<file path="src/rtl/brk_lock_pkg.sv">
package brk_lock_pkg;
  localparam int NUM_SRC = 11;
  localparam int PVM_IDX = 10;

  // source index -> bit position in the lock word
  function automatic int src_pos(input int idx);
    case (idx)
      0: return 15;
      1: return 14;
      2: return 13;
      3: return 12;
      4: return 11;
      5: return 10;
      6: return 9;
      7: return 7;
      8: return 6;
      9: return 3;
      default: return 2;
    endcase
  endfunction

  function automatic logic [31:0] wr_mask();
    logic [31:0] m;
    m = '0;
    for (int i = 0; i < NUM_SRC; i++) m[src_pos(i)] = 1'b1;
    return m;
  endfunction
endpackage

</file>
<file path="src/rtl/brk_lock_regs.sv">
module brk_lock_regs
  import brk_lock_pkg::*;
#(
  parameter int DATA_W = 32,
  parameter int ADDR_W = 12,
  parameter logic [ADDR_W-1:0] REG_OFS = 'h018
) (
  input  logic               clk_i,
  input  logic               rst_ni,
  input  logic               we_i,
  input  logic [ADDR_W-1:0]  addr_i,
  input  logic [DATA_W-1:0]  wdata_i,
  output logic [NUM_SRC-1:0] lock_o
);
  logic hit_we;
  assign hit_we = we_i && (addr_i == REG_OFS);

  for (genvar i = 0; i < NUM_SRC; i++) begin : g_bit
    localparam int P = src_pos(i);
    always_ff @(posedge clk_i or negedge rst_ni) begin
      if (!rst_ni)                    lock_o[i] <= 1'b0;
      else if (hit_we && wdata_i[P])  lock_o[i] <= 1'b1;
    end
  end
endmodule

</file>
<file path="src/rtl/brk_lock_rd.sv">
module brk_lock_rd
  import brk_lock_pkg::*;
#(
  parameter int DATA_W = 32,
  parameter int ADDR_W = 12,
  parameter logic [ADDR_W-1:0] REG_OFS = 'h018
) (
  input  logic [ADDR_W-1:0]  addr_i,
  input  logic [NUM_SRC-1:0] lock_i,
  output logic [DATA_W-1:0]  rdata_o
);
  logic [DATA_W-1:0] word;

  always_comb begin
    word = '0;
    for (int i = 0; i < NUM_SRC; i++) word[src_pos(i)] = lock_i[i];
  end

  assign rdata_o = (addr_i == REG_OFS) ? word : '0;
endmodule

</file>
<file path="src/rtl/brk_fault_merge.sv">
module brk_fault_merge
  import brk_lock_pkg::*;
(
  input  logic               clk_i,
  input  logic               rst_ni,
  input  logic [NUM_SRC-1:0] fault_i,
  input  logic [NUM_SRC-1:0] lock_i,
  output logic               brk_o
);
  logic brk_d;
  assign brk_d = |(fault_i & lock_i);

  // single flop keeps the break line glitch free
  always_ff @(posedge clk_i or negedge rst_ni) begin
    if (!rst_ni) brk_o <= 1'b0;
    else         brk_o <= brk_d;
  end
endmodule

</file>
<file path="src/rtl/fault_brk_lock.sv">
module fault_brk_lock
  import brk_lock_pkg::*;
#(
  parameter int DATA_W = 32,
  parameter int ADDR_W = 12,
  parameter logic [ADDR_W-1:0] REG_OFS = 'h018
) (
  input  logic               clk_i,
  input  logic               rst_ni,
  input  logic               reg_we_i,
  input  logic [ADDR_W-1:0]  reg_addr_i,
  input  logic [DATA_W-1:0]  reg_wdata_i,
  output logic [DATA_W-1:0]  reg_rdata_o,
  input  logic [NUM_SRC-1:0] fault_i,
  output logic               brk_o,
  output logic               pvm_lock_o
);
  logic [NUM_SRC-1:0] lock_q;

  brk_lock_regs #(.DATA_W(DATA_W), .ADDR_W(ADDR_W), .REG_OFS(REG_OFS)) u_regs (
    .clk_i   (clk_i),
    .rst_ni  (rst_ni),
    .we_i    (reg_we_i),
    .addr_i  (reg_addr_i),
    .wdata_i (reg_wdata_i),
    .lock_o  (lock_q)
  );

  brk_lock_rd #(.DATA_W(DATA_W), .ADDR_W(ADDR_W), .REG_OFS(REG_OFS)) u_rd (
    .addr_i  (reg_addr_i),
    .lock_i  (lock_q),
    .rdata_o (reg_rdata_o)
  );

  brk_fault_merge u_merge (
    .clk_i   (clk_i),
    .rst_ni  (rst_ni),
    .fault_i (fault_i),
    .lock_i  (lock_q),
    .brk_o   (brk_o)
  );

  assign pvm_lock_o = lock_q[PVM_IDX];
endmodule

</file>
<file path="config.mk">
export PLATFORM = sky130hd
export DESIGN_NAME = fault_brk_lock
export DESIGN_NICKNAME = d
export VERILOG_FILES = /design/src/rtl/brk_lock_pkg.sv /design/src/rtl/brk_lock_regs.sv /design/src/rtl/brk_lock_rd.sv /design/src/rtl/brk_fault_merge.sv /design/src/rtl/fault_brk_lock.sv
export SDC_FILE = /design/constraint.sdc
export NUM_CORES = 1
export LEC_CHECK = 0
export BUFFER_PORTS_ARGS = -buffer_cell sky130_fd_sc_hd__buf_2
export CORE_ASPECT_RATIO = 0.75
export CORE_MARGIN = 2
export CORE_UTILIZATION = 30
export DETAILED_ROUTE_END_ITERATION = 10
export PLACE_DENSITY = 0.73
export SYNTH_ARGS = -nofsm -noshare
export SYNTH_HDL_FRONTEND = slang
export SYNTH_HIERARCHICAL = 1
export SYNTH_SLANG_ARGS = --single-unit
</file>
<file path="constraint.sdc">
create_clock -name clk_i -period 1.2 [get_ports clk_i]
set_clock_uncertainty 0.05 [all_clocks]
set_input_delay 0.06 -clock clk_i [delete_from_list [all_inputs] [get_ports clk_i]]
set_output_delay 0.06 -clock clk_i [all_outputs]
set_load 0.01 [all_outputs]
</file>
==> impl_metrics.yaml, run 1 <==
synthesis:
  ys_seq_elements: 12
  yosysUniqueCellTypes: 21
  syn_area_per_cell_um2: 10.9
  syn_inst: 113
  yosysWarnings: 6
  synth_top_area_frac: 0.243
  yosysTopAreaCell: "dfrtp_1"
  synth_area_leaders: "dfrtp_1 24%, or4bb_1 20%, buf_4 14%"
  synth-seq-area-share: 0.243
  syn_area_mm2: 0.00123
pwr:
  p_int_w: 0.000789
  peakVddDrop_uv: 288
  p_sw_w: 0.000277
  swShare: 0.260
  pwr-share-clk: 0.415
  p_comb_frac: 0.205
  powerDensity_mw_per_mm2: 650
  power_leakage_nw: 0.764
  seq_power_share: 0.380
drt:
  drt_iter0_markers: 33
  dr_wl_met2_mm: 1.33
  top_layer: "met4"
  antenna_left: 0
  route.detailed.drc: 0
  vias: 1040
  drt-met1-wl_mm: 1.23
  wl_per_cell_um: 12.4
  dr.pass1.iters: 4
  route.met3.wl_um: 263
  via_per_inst: 4.48
  routed_wl_mm: 2.87
clocking:
  cts_root_buf: "clkbuf_8"
  ctsLongestPathBuffers: 2
  cts_tree: "yes"
  h-tree-depth: 1
  cts_sinks: 12
  cts_buffers: 3
  insertion_delay_ps: 240
  clk_pin_slew_ps: 50
  cts_resized: 0
flow_run:
  cap_violations: 0
floorplan:
  die_w_um: 78.1
  dieHeight_um: 59.6
  die-area_mm2: 0.00465
  initial_utilization: 0.308
  fp-row-count: 20
  ios: 92
  core_area_mm2: 0.00400
setup_path:
  crit_path_max_fanout: 2
  cp.arrival_ps: 1360
  end_kind: "output port"
  reg2reg_slack_ps: -190
  worstSetupPathType: "reg2out"
  r2r_start: "u_regs/lock_o[10]"
  worst_r2r_path_depth: 5
  cp.required_ps: 1090
  cp-start-kind: "register"
  r2r_end: "u_merge/brk_o"
layout:
  final_cell_mix: "49 x buf_2, 22 x buf_4, 22 x or4bb_1"
  antenna_cells: 0
  layout-drive-gt1-share: 0.565
  multi_input_area_um2: 743
  fill_cells: 418
  final_common_cell: "buf_2"
  nNetsFinal: 236
  instances_no_fill: 232
  area_growth_pct: 32.7
  seq_area_um2: 300
placement:
  gp_congestion: 0.757
  dp_hpwl_mm: 2.36
  portBuffers: 49
  placed_cells: 221
sta:
  timing.hold.ws_ps: 13.2
  min_period_ps: 1470
  drv_slew: 0
  worst_slack_ps: -269
  rsz0062_at_grt: "yes"
  setup_viol: 12
  period_share: 1.22
  hold_violations: 0
  setup_tns_ps: -2670
  fmax_ghz: 0.681
global_routing:
  grt_antenna_before_repair: 0
  grt_pass1_wl_mm: 4.53
  overflow: 0
  grt_start_max_net_pins: 13
  grt_pass1_vias: 992
  grt_usage: 0.127
min_path:
  hold_path_end: "u_merge/brk_o"
  hold_depth: 3
  hold_start: "fault_i[9]"
  hold_class: "in2reg"
status:
  violations: "negative setup slack"
  status: "complete, but fails checks"
flip-flops by register name, indices dropped and copies added, names as in the netlist:
name / flops
u_merge/brk_o: 1
u_regs/lock_o: 11
repair_timing:
item / 4_1_cts / 5_1_grt
hold buffers: 2 / 0
setup endpoints to repair: 12 / 12
pin swaps: 1 / 1
buffers inserted: 5 / 0
hold endpoints to repair: 13 / 0
worst max-delay path: stages, from the launching register on:
cell and delay [ps]:
dfrtp_1 350, or4bb_1 400, nor4_1 190, buf_2 180
cell usage after synthesis:
cell and instances:
a221oi_2 1, buf_6 2, or4b_4 2, a22o_1 1, nand2_1 1, dfrtp_1 12, or4bb_1 22, nor4_2 10
a222oi_1 1, a22oi_1 2, or2_2 1, o41ai_2 10, conb_1 1, or4b_1 1, buf_4 23, inv_1 11
and3_1 1, clkbuf_1 8, o41ai_1 1, or4_4 1, nor4_1 1
per-layer routing:
metal | up-vias | GRT usage
met5 | - | 0
met4 | 0 | 0.0576
met3 | 5 | 0.0488
met2 | 36 | 0.207
met1 | 475 | 0.150
li1 | 524 | -
logic make-up after synthesis:
family                 share of synthesized area
AO/OA/AOI/OAI                              0.178
buffers and inverters                      0.216
flip-flops                                 0.243
other                                    0.00304
AND/OR/NAND/NOR                            0.360
worst max-delay path by stage:
| stage | from | end | slack (ps) | depth (start not counted) |
|---|---|---|---|---|
| after floorplan | reg_addr_i[11] | reg_rdata_o[10] | 0.3 | 3 |
| after global placement | reg_addr_i[11] | reg_rdata_o[15] | -170 | 4 |
| after detailed placement | reg_addr_i[11] | reg_rdata_o[15] | -210 | 4 |
| after CTS | u_regs/lock_o[0] | reg_rdata_o[15] | -270 | 3 |
| after global routing | u_regs/lock_o[5] | reg_rdata_o[10] | -330 | 3 |
| final | u_regs/lock_o[0] | reg_rdata_o[15] | -270 | 3 |
power by group through the flow:
stage               combinational, W  sequential [W]  clock (W)
floorplan                   0.000177        0.000412          0
global placement            0.000212        0.000412          0
detailed placement          0.000215        0.000412          0
CTS                         0.000221        0.000405   0.000449
global route                0.000244        0.000405   0.000462
finish                      0.000219        0.000405   0.000442
stage by stage:
step,cell area (µm²),util,total power (W),worst slack [ps]
finish,1640,0.409,0.00107,-269
global placement,1530,0.381,0.000624,-169
global route,1640,0.409,0.00111,-330
floorplan,1310,-,0.000589,0.327
CTS,1640,0.409,0.00108,-274
detailed placement,1530,0.381,0.000627,-209
final cells by class:
cell class	count	share of cell area
multi-input combinational	77	0.453
timing repair buffer	73	0.263
sequential	12	0.183
tap	55	0.0420
clock buffer	4	0.0336
inverter	11	0.0252
Note: power is estimated with default switching activity, not from simulation.
==> run 2: changes to the inputs <==
Settings changed: CORE_UTILIZATION 30 to 29, PLACE_DENSITY 0.73 to 0.86, SYNTH_HIERARCHICAL 1 to default.
Clock period 1.2 ns to 1.3 ns, I/O delays scaled along.
==> run 2 against run 1 <==
- the run ends with negative hold slack, negative setup slack left
- critical path depth grew 3
- hold slack lost 17 ps
- largest cell class is now buffers
- routed wire length shrank 30%
- largest power group is now registers
- sequential share of layout area grew 4.3 points
- setup slack gained 120 ps
- clock power shrank 33%
- core utilization grew 11 points
- global-route usage grew 0.94 points
- first-iteration DRC count shrank 88%
- total power shrank 23%
- sequential cell count is the same
==> impl_metrics.yaml, run 2 <==
status:
  status: "complete, but fails checks"
  violations: "negative hold slack, negative setup slack"
min_path:
  hold_start: "fault_i[10]"
  hold_depth: 3
  hold_class: "in2reg"
synthesis:
  yosys-top-cells-count: "21 x buf_4, 12 x dfrtp_1, 11 x a21o_2, 11 x and2_1"
  synth_area_leaders: "dfrtp_1 40%, buf_4 21%, a21o_2 13%"
  yosysTopAreaCell: "dfrtp_1"
  synth_top_area_frac: 0.396
  synth.most_common_cell: "buf_4"
  yosysUniqueCellTypes: 17
  synth-seq-area-share: 0.396
  syn_area_per_cell_um2: 10.8
  synth_ff_type: "dfrtp_1"
  syn_area_um2: 758
  syn_inst: 70
  synthArstFlopShare: 1.00
  ys_seq_elements: 12
  synth_edf_count: 0
  yosysWarnings: 0
pwr:
  swShare: 0.232
  pwr-share-clk: 0.360
  p_sw_w: 0.000189
  p_comb_frac: 0.178
  peakVddDrop_uv: 246
  seq_power_share: 0.461
  power_leakage_nw: 0.773
  powerDensity_mw_per_mm2: 614
  p_int_w: 0.000627
global_routing:
  grt_pass1_wl_mm: 3.13
  grt_start_max_net_pins: 13
  grt_pass1_vias: 737
  grt_antenna_before_repair: 0
  overflow: 0
  grt_usage: 0.136
layout:
  area_growth_pct: 75.4
  regMostFlops: "u_regs.lock_o"
  fill_cells: 230
  largestRegisters: "u_regs.lock_o (11), u_merge.brk_o (1)"
  final_common_cell: "buf_2"
  utilization: 0.523
  layout-drive-gt1-share: 0.601
  largest_register_ffs: 11
  antenna_cells: 0
  final_cell_mix: "36 x buf_2, 21 x conb_1, 16 x buf_6, 16 x dlygate4sd3_1, 12 x dfrtp_1"
  instances_no_fill: 179
  nNetsFinal: 202
floorplan:
  initial_utilization: 0.298
  die_w_um: 63.0
  core_area_mm2: 0.00254
  ios: 92
  die-area_mm2: 0.00304
  dieHeight_um: 48.3
  fp-row-count: 16
sta:
  rsz0062_at_grt: "yes"
  worst_slack_ps: -146
  fmax_ghz: 0.692
  setup_tns_ps: -1490
  setup_viol: 11
  hold_violations: 1
  timing.hold.ws_ps: -3.37
  min_period_ps: 1450
  drv_slew: 0
  period_share: 1.11
setup_path:
  cp-start-kind: "input port"
  worstSetupPathType: "in2out"
  crit_path_max_fanout: 6
  critPathLaunch: "reg_addr_i[11]"
  worst_r2r_path_depth: 3
  cp.arrival_ps: 1330
  r2r_start: "u_regs.lock_o[6]"
  cp.required_ps: 1190
  end_kind: "output port"
placement:
  placed_cells: 156
  dp_hpwl_mm: 1.37
  gp_congestion: 0.652
  portBuffers: 49
drt:
  drt_iter0_markers: 4
  wl_per_cell_um: 11.2
  via_per_inst: 4.09
  antenna_left: 0
  vias: 732
  route.detailed.drc: 0
  dr.pass1.iters: 4
  routed_wl_mm: 2.00
flow_run:
  cap_violations: 0
clocking:
  insertion_delay_ps: 270
  cts_tree: "yes"
  clk_pin_slew_ps: 70
  cts_root_buf: "clkbuf_4"
  h-tree-depth: 1
  cts_sinks: 12
  cts_buffers: 3
  ctsLongestPathBuffers: 2
==> run 2: cell types whose count changed after synthesis, sizes merged, moves of 2 or more <==
cell / delta
a21o: +11
a22oi: -2
and2: +11
buf: -3
clkbuf: -7
inv: -10
nor4: -10
o41ai: -11
or4bb: -22
==> run 2: layout make-up <==
type                       count  area [µm²]  share of cell area
clock buffer                   4        36.3              0.0273
tap                           36        45.0              0.0339
inverter                       1        3.75             0.00282
multi-input combinational     54         394               0.296
sequential                    12         300               0.226
timing repair buffer          72         551               0.414
==> run 2: repair_timing <==
item                       in CTS  in global routing
setup endpoints to repair      11                 18
buffers inserted                2                  0
gates resized for setup        26                  4
hold buffers                   16                  0
pin swaps                      10                  2
hold endpoints to repair       24                  0
cloned                          1                  0
==> run 2: metrics by stage <==
stage          worst slack (ps)  area, µm²  power (W)
6_report                   -146       1330   0.000816
5_1_grt                    -176       1330   0.000877
4_1_cts                    -139       1310   0.000826
3_5_place_dp               -177        980   0.000485
3_3_place_gp               -165        980   0.000483
2_1_floorplan              10.1        833   0.000468
==> run 2: path summary, 6_finish.rpt <==
kind                                     to  slack, ps
max                          reg_rdata_o[9]       -150
min                           u_merge.brk_o         -3
max reg2reg                   u_merge.brk_o        140
min reg2reg                u_regs.lock_o[4]        440
max in group asynchronous     u_merge.brk_o        820
min in group asynchronous  u_regs.lock_o[5]        160
==> run 2: logic make-up (layout without fill, tap and decap cells) <==
logic type / count (synthesis) / in the layout / synth area share
flip-flops: 12 / 12 / 0.396
AND/OR/NAND/NOR: 17 / 17 / 0.178
buffers and inverters: 24 / 77 / 0.234
AO/OA/AOI/OAI: 16 / 16 / 0.186
other: 1 / 21 / 0.00495
==> run 2: power by group through the flow <==
stage | logic (W) | clock network [W] | registers (W)
floorplan | 0.0000836 | 0 | 0.000384
global route | 0.000162 | 0.000338 | 0.000377
finish | 0.000145 | 0.000294 | 0.000377
CTS | 0.000143 | 0.000307 | 0.000377
detailed placement | 0.000101 | 0 | 0.000384
global placement | 0.0000994 | 0 | 0.000384
==> run 2: per-layer routing <==
| metal | wire length, µm | vias up | track usage |
|---|---|---|---|
| met2 | 1070 | 40 | 0.279 |
| met1 | 737 | 346 | 0.139 |
| met5 | 0 | - | 0 |
| met4 | 0 | 0 | 0.0311 |
| li1 | - | 346 | - |
| met3 | 185 | 0 | 0.0508 |
==> run 2: worst max-delay path, stage by stage <==
cell,delay (ps)
buf_6,90
or4b_4,550
nor3_4,240
buf_6,150
and2_4,140
buf_6,90
==> run 3: changes to the inputs <==
Settings changed: CORE_MARGIN 2 to default, CORE_UTILIZATION 29 to 30, PLACE_DENSITY 0.86 to 0.85.
Clock period 1.3 ns to 1.79 ns, I/O delays scaled along.
==> run 3 against run 2 <==
- the flow now finishes without violations
- setup slack improved by 390 ps
- sequential power decreased by 28%
- sequential share of layout area up 4.6 points
- core utilization is 5.2 points lower
- sequential cell count stayed put
- hold slack gained 16 ps
- routed wire length shrank 7.3%
- die area decreased by 10%
- global-route usage increased by 0.90 points
- critical path type unchanged
- largest power group unchanged
- highest routed layer unchanged
==> impl_metrics.yaml, run 3 (synthesis gave the netlist of run 2 again) <==
sta:
  drv_slew: 0
  setup_tns_ps: 0
  fmax_ghz: 0.646
  min_period_ps: 1550
  rsz0062_at_grt: "no"
  hold_violations: 0
  setup_viol: 0
  timing.hold.ws_ps: 12.8
  period_share: 0.864
global_routing:
  grt_usage: 0.145
  grt_antenna_before_repair: 0
  grt_start_max_net_pins: 13
  overflow: 0
  grt_pass1_wl_mm: 2.84
  grt_pass1_vias: 665
min_path:
  hold_class: "in2reg"
  hold_depth: 3
  hold_path_end: "u_merge.brk_o"
  hold_start: "fault_i[0]"
layout:
  seq_area_um2: 300
  area_growth_pct: 45.7
  largest_register_ffs: 11
  final_common_cell: "buf_2"
  regMostFlops: "u_regs.lock_o"
  largestRegisters: "u_regs.lock_o (11), u_merge.brk_o (1)"
  utilization: 0.471
  nNetsFinal: 193
  final_cell_mix: "49 x buf_2, 21 x conb_1, 12 x dlygate4sd3_1, 12 x dfrtp_1"
  antenna_cells: 0
  layout-drive-gt1-share: 0.511
  multi_input_area_um2: 355
  fill_cells: 221
placement:
  portBuffers: 49
  gp_congestion: 0.666
clocking:
  insertion_delay_ps: 260
  cts_resized: 0
  cts_sinks: 12
  cts_tree: "yes"
  h-tree-depth: 1
  clk_pin_slew_ps: 70
  ctsLongestPathBuffers: 2
  cts_root_buf: "clkbuf_4"
  cts_buffers: 3
setup_path:
  cp.arrival_ps: 1410
  cp-start-kind: "input port"
  worst_r2r_path_depth: 3
  critPathMaxStageDelay_ps: 590
  r2r_end: "u_merge.brk_o"
  reg2reg_slack_ps: 650
  crit_top_cell: "buf_2"
  crit_path_max_fanout: 11
  cp_slowest_cell: "or4b_1"
  cp.required_ps: 1650
  end_kind: "output port"
  r2r_start: "u_regs.lock_o[9]"
  cp_cell_sequence: "buf_2, or4b_1, nor3_1, buf_4, and2_1, buf_2"
  worstSetupPathType: "in2out"
drt:
  antenna_left: 0
  vias: 679
  route.detailed.drc: 0
  dr.pass1.iters: 4
  via_per_inst: 4.07
  routed_wl_mm: 1.85
  wl_per_cell_um: 11.1
  drt_iter0_markers: 7
pwr:
  swShare: 0.241
  pwr-share-clk: 0.304
  power_leakage_nw: 0.684
  p_int_w: 0.000399
  seq_power_share: 0.520
  power_w: 0.000526
  peakVddDrop_uv: 306
  p_sw_w: 0.000127
  powerDensity_mw_per_mm2: 476
  p_comb_frac: 0.176
status:
  status: "finished, final reports clean"
floorplan:
  fp-row-count: 15
  die_w_um: 60.1
  dieHeight_um: 45.5
  initial_utilization: 0.323
  die-area_mm2: 0.00273
  ios: 92
  core_area_mm2: 0.00235
flow_run:
  cap_violations: 0
run 3: area by class of cell:
class | instances | share of cell area
flip-flops and latches | 12 | 0.272
well taps | 34 | 0.0385
inverters | 1 | 0.00340
clock buffers | 3 | 0.0204
repair buffers | 63 | 0.344
multi-input cells | 54 | 0.322
run 3: layer usage:
metal  track usage  vias up  routed length [µm]
li1              -      328                   -
met1         0.148      314                 732
met2         0.296       37                1020
met3        0.0256        0                  99
met4        0.0512        0                   0
met5             0        -                   0
run 3: through the flow:
stage,setup slack [ps],std cells,cell area [µm²]
finish,243,167,1100
global route,189,167,1100
CTS,247,167,1100
detailed placement,250,152,962
global placement,268,152,962
floorplan,451,90,833
run 3: worst max path at each step:
stage | from | to | slack (ps) | cells past startpoint
global placement | reg_addr_i[5] | reg_rdata_o[15] | 270 | 6
detailed placement | reg_addr_i[11] | reg_rdata_o[12] | 250 | 6
global route | reg_addr_i[5] | reg_rdata_o[6] | 190 | 6
floorplan | reg_addr_i[11] | reg_rdata_o[10] | 450 | 4
CTS | reg_addr_i[5] | reg_rdata_o[12] | 250 | 6
finish | reg_addr_i[5] | reg_rdata_o[11] | 240 | 6
run 3: critical path, delay by kind of cell:
| family | cells | cell delay [ps] |
|---|---|---|
| AND/OR/NAND/NOR | 3 | 900 |
| buffers and inverters | 3 | 410 |
run 3: power by group through the flow:
stage	sequential (W)	clock [W]	combinational [W]
floorplan	0.000279	0	0.0000607
global placement	0.000279	0	0.0000698
detailed placement	0.000279	0	0.0000721
CTS	0.000273	0.000167	0.0000916
global route	0.000274	0.000181	0.000104
finish	0.000273	0.000160	0.0000928
run 3: timing repair:
action | CTS | global route
hold buffers | 12 | 0
buffers inserted | 0 | 0
hold endpoints to repair | 23 | 0
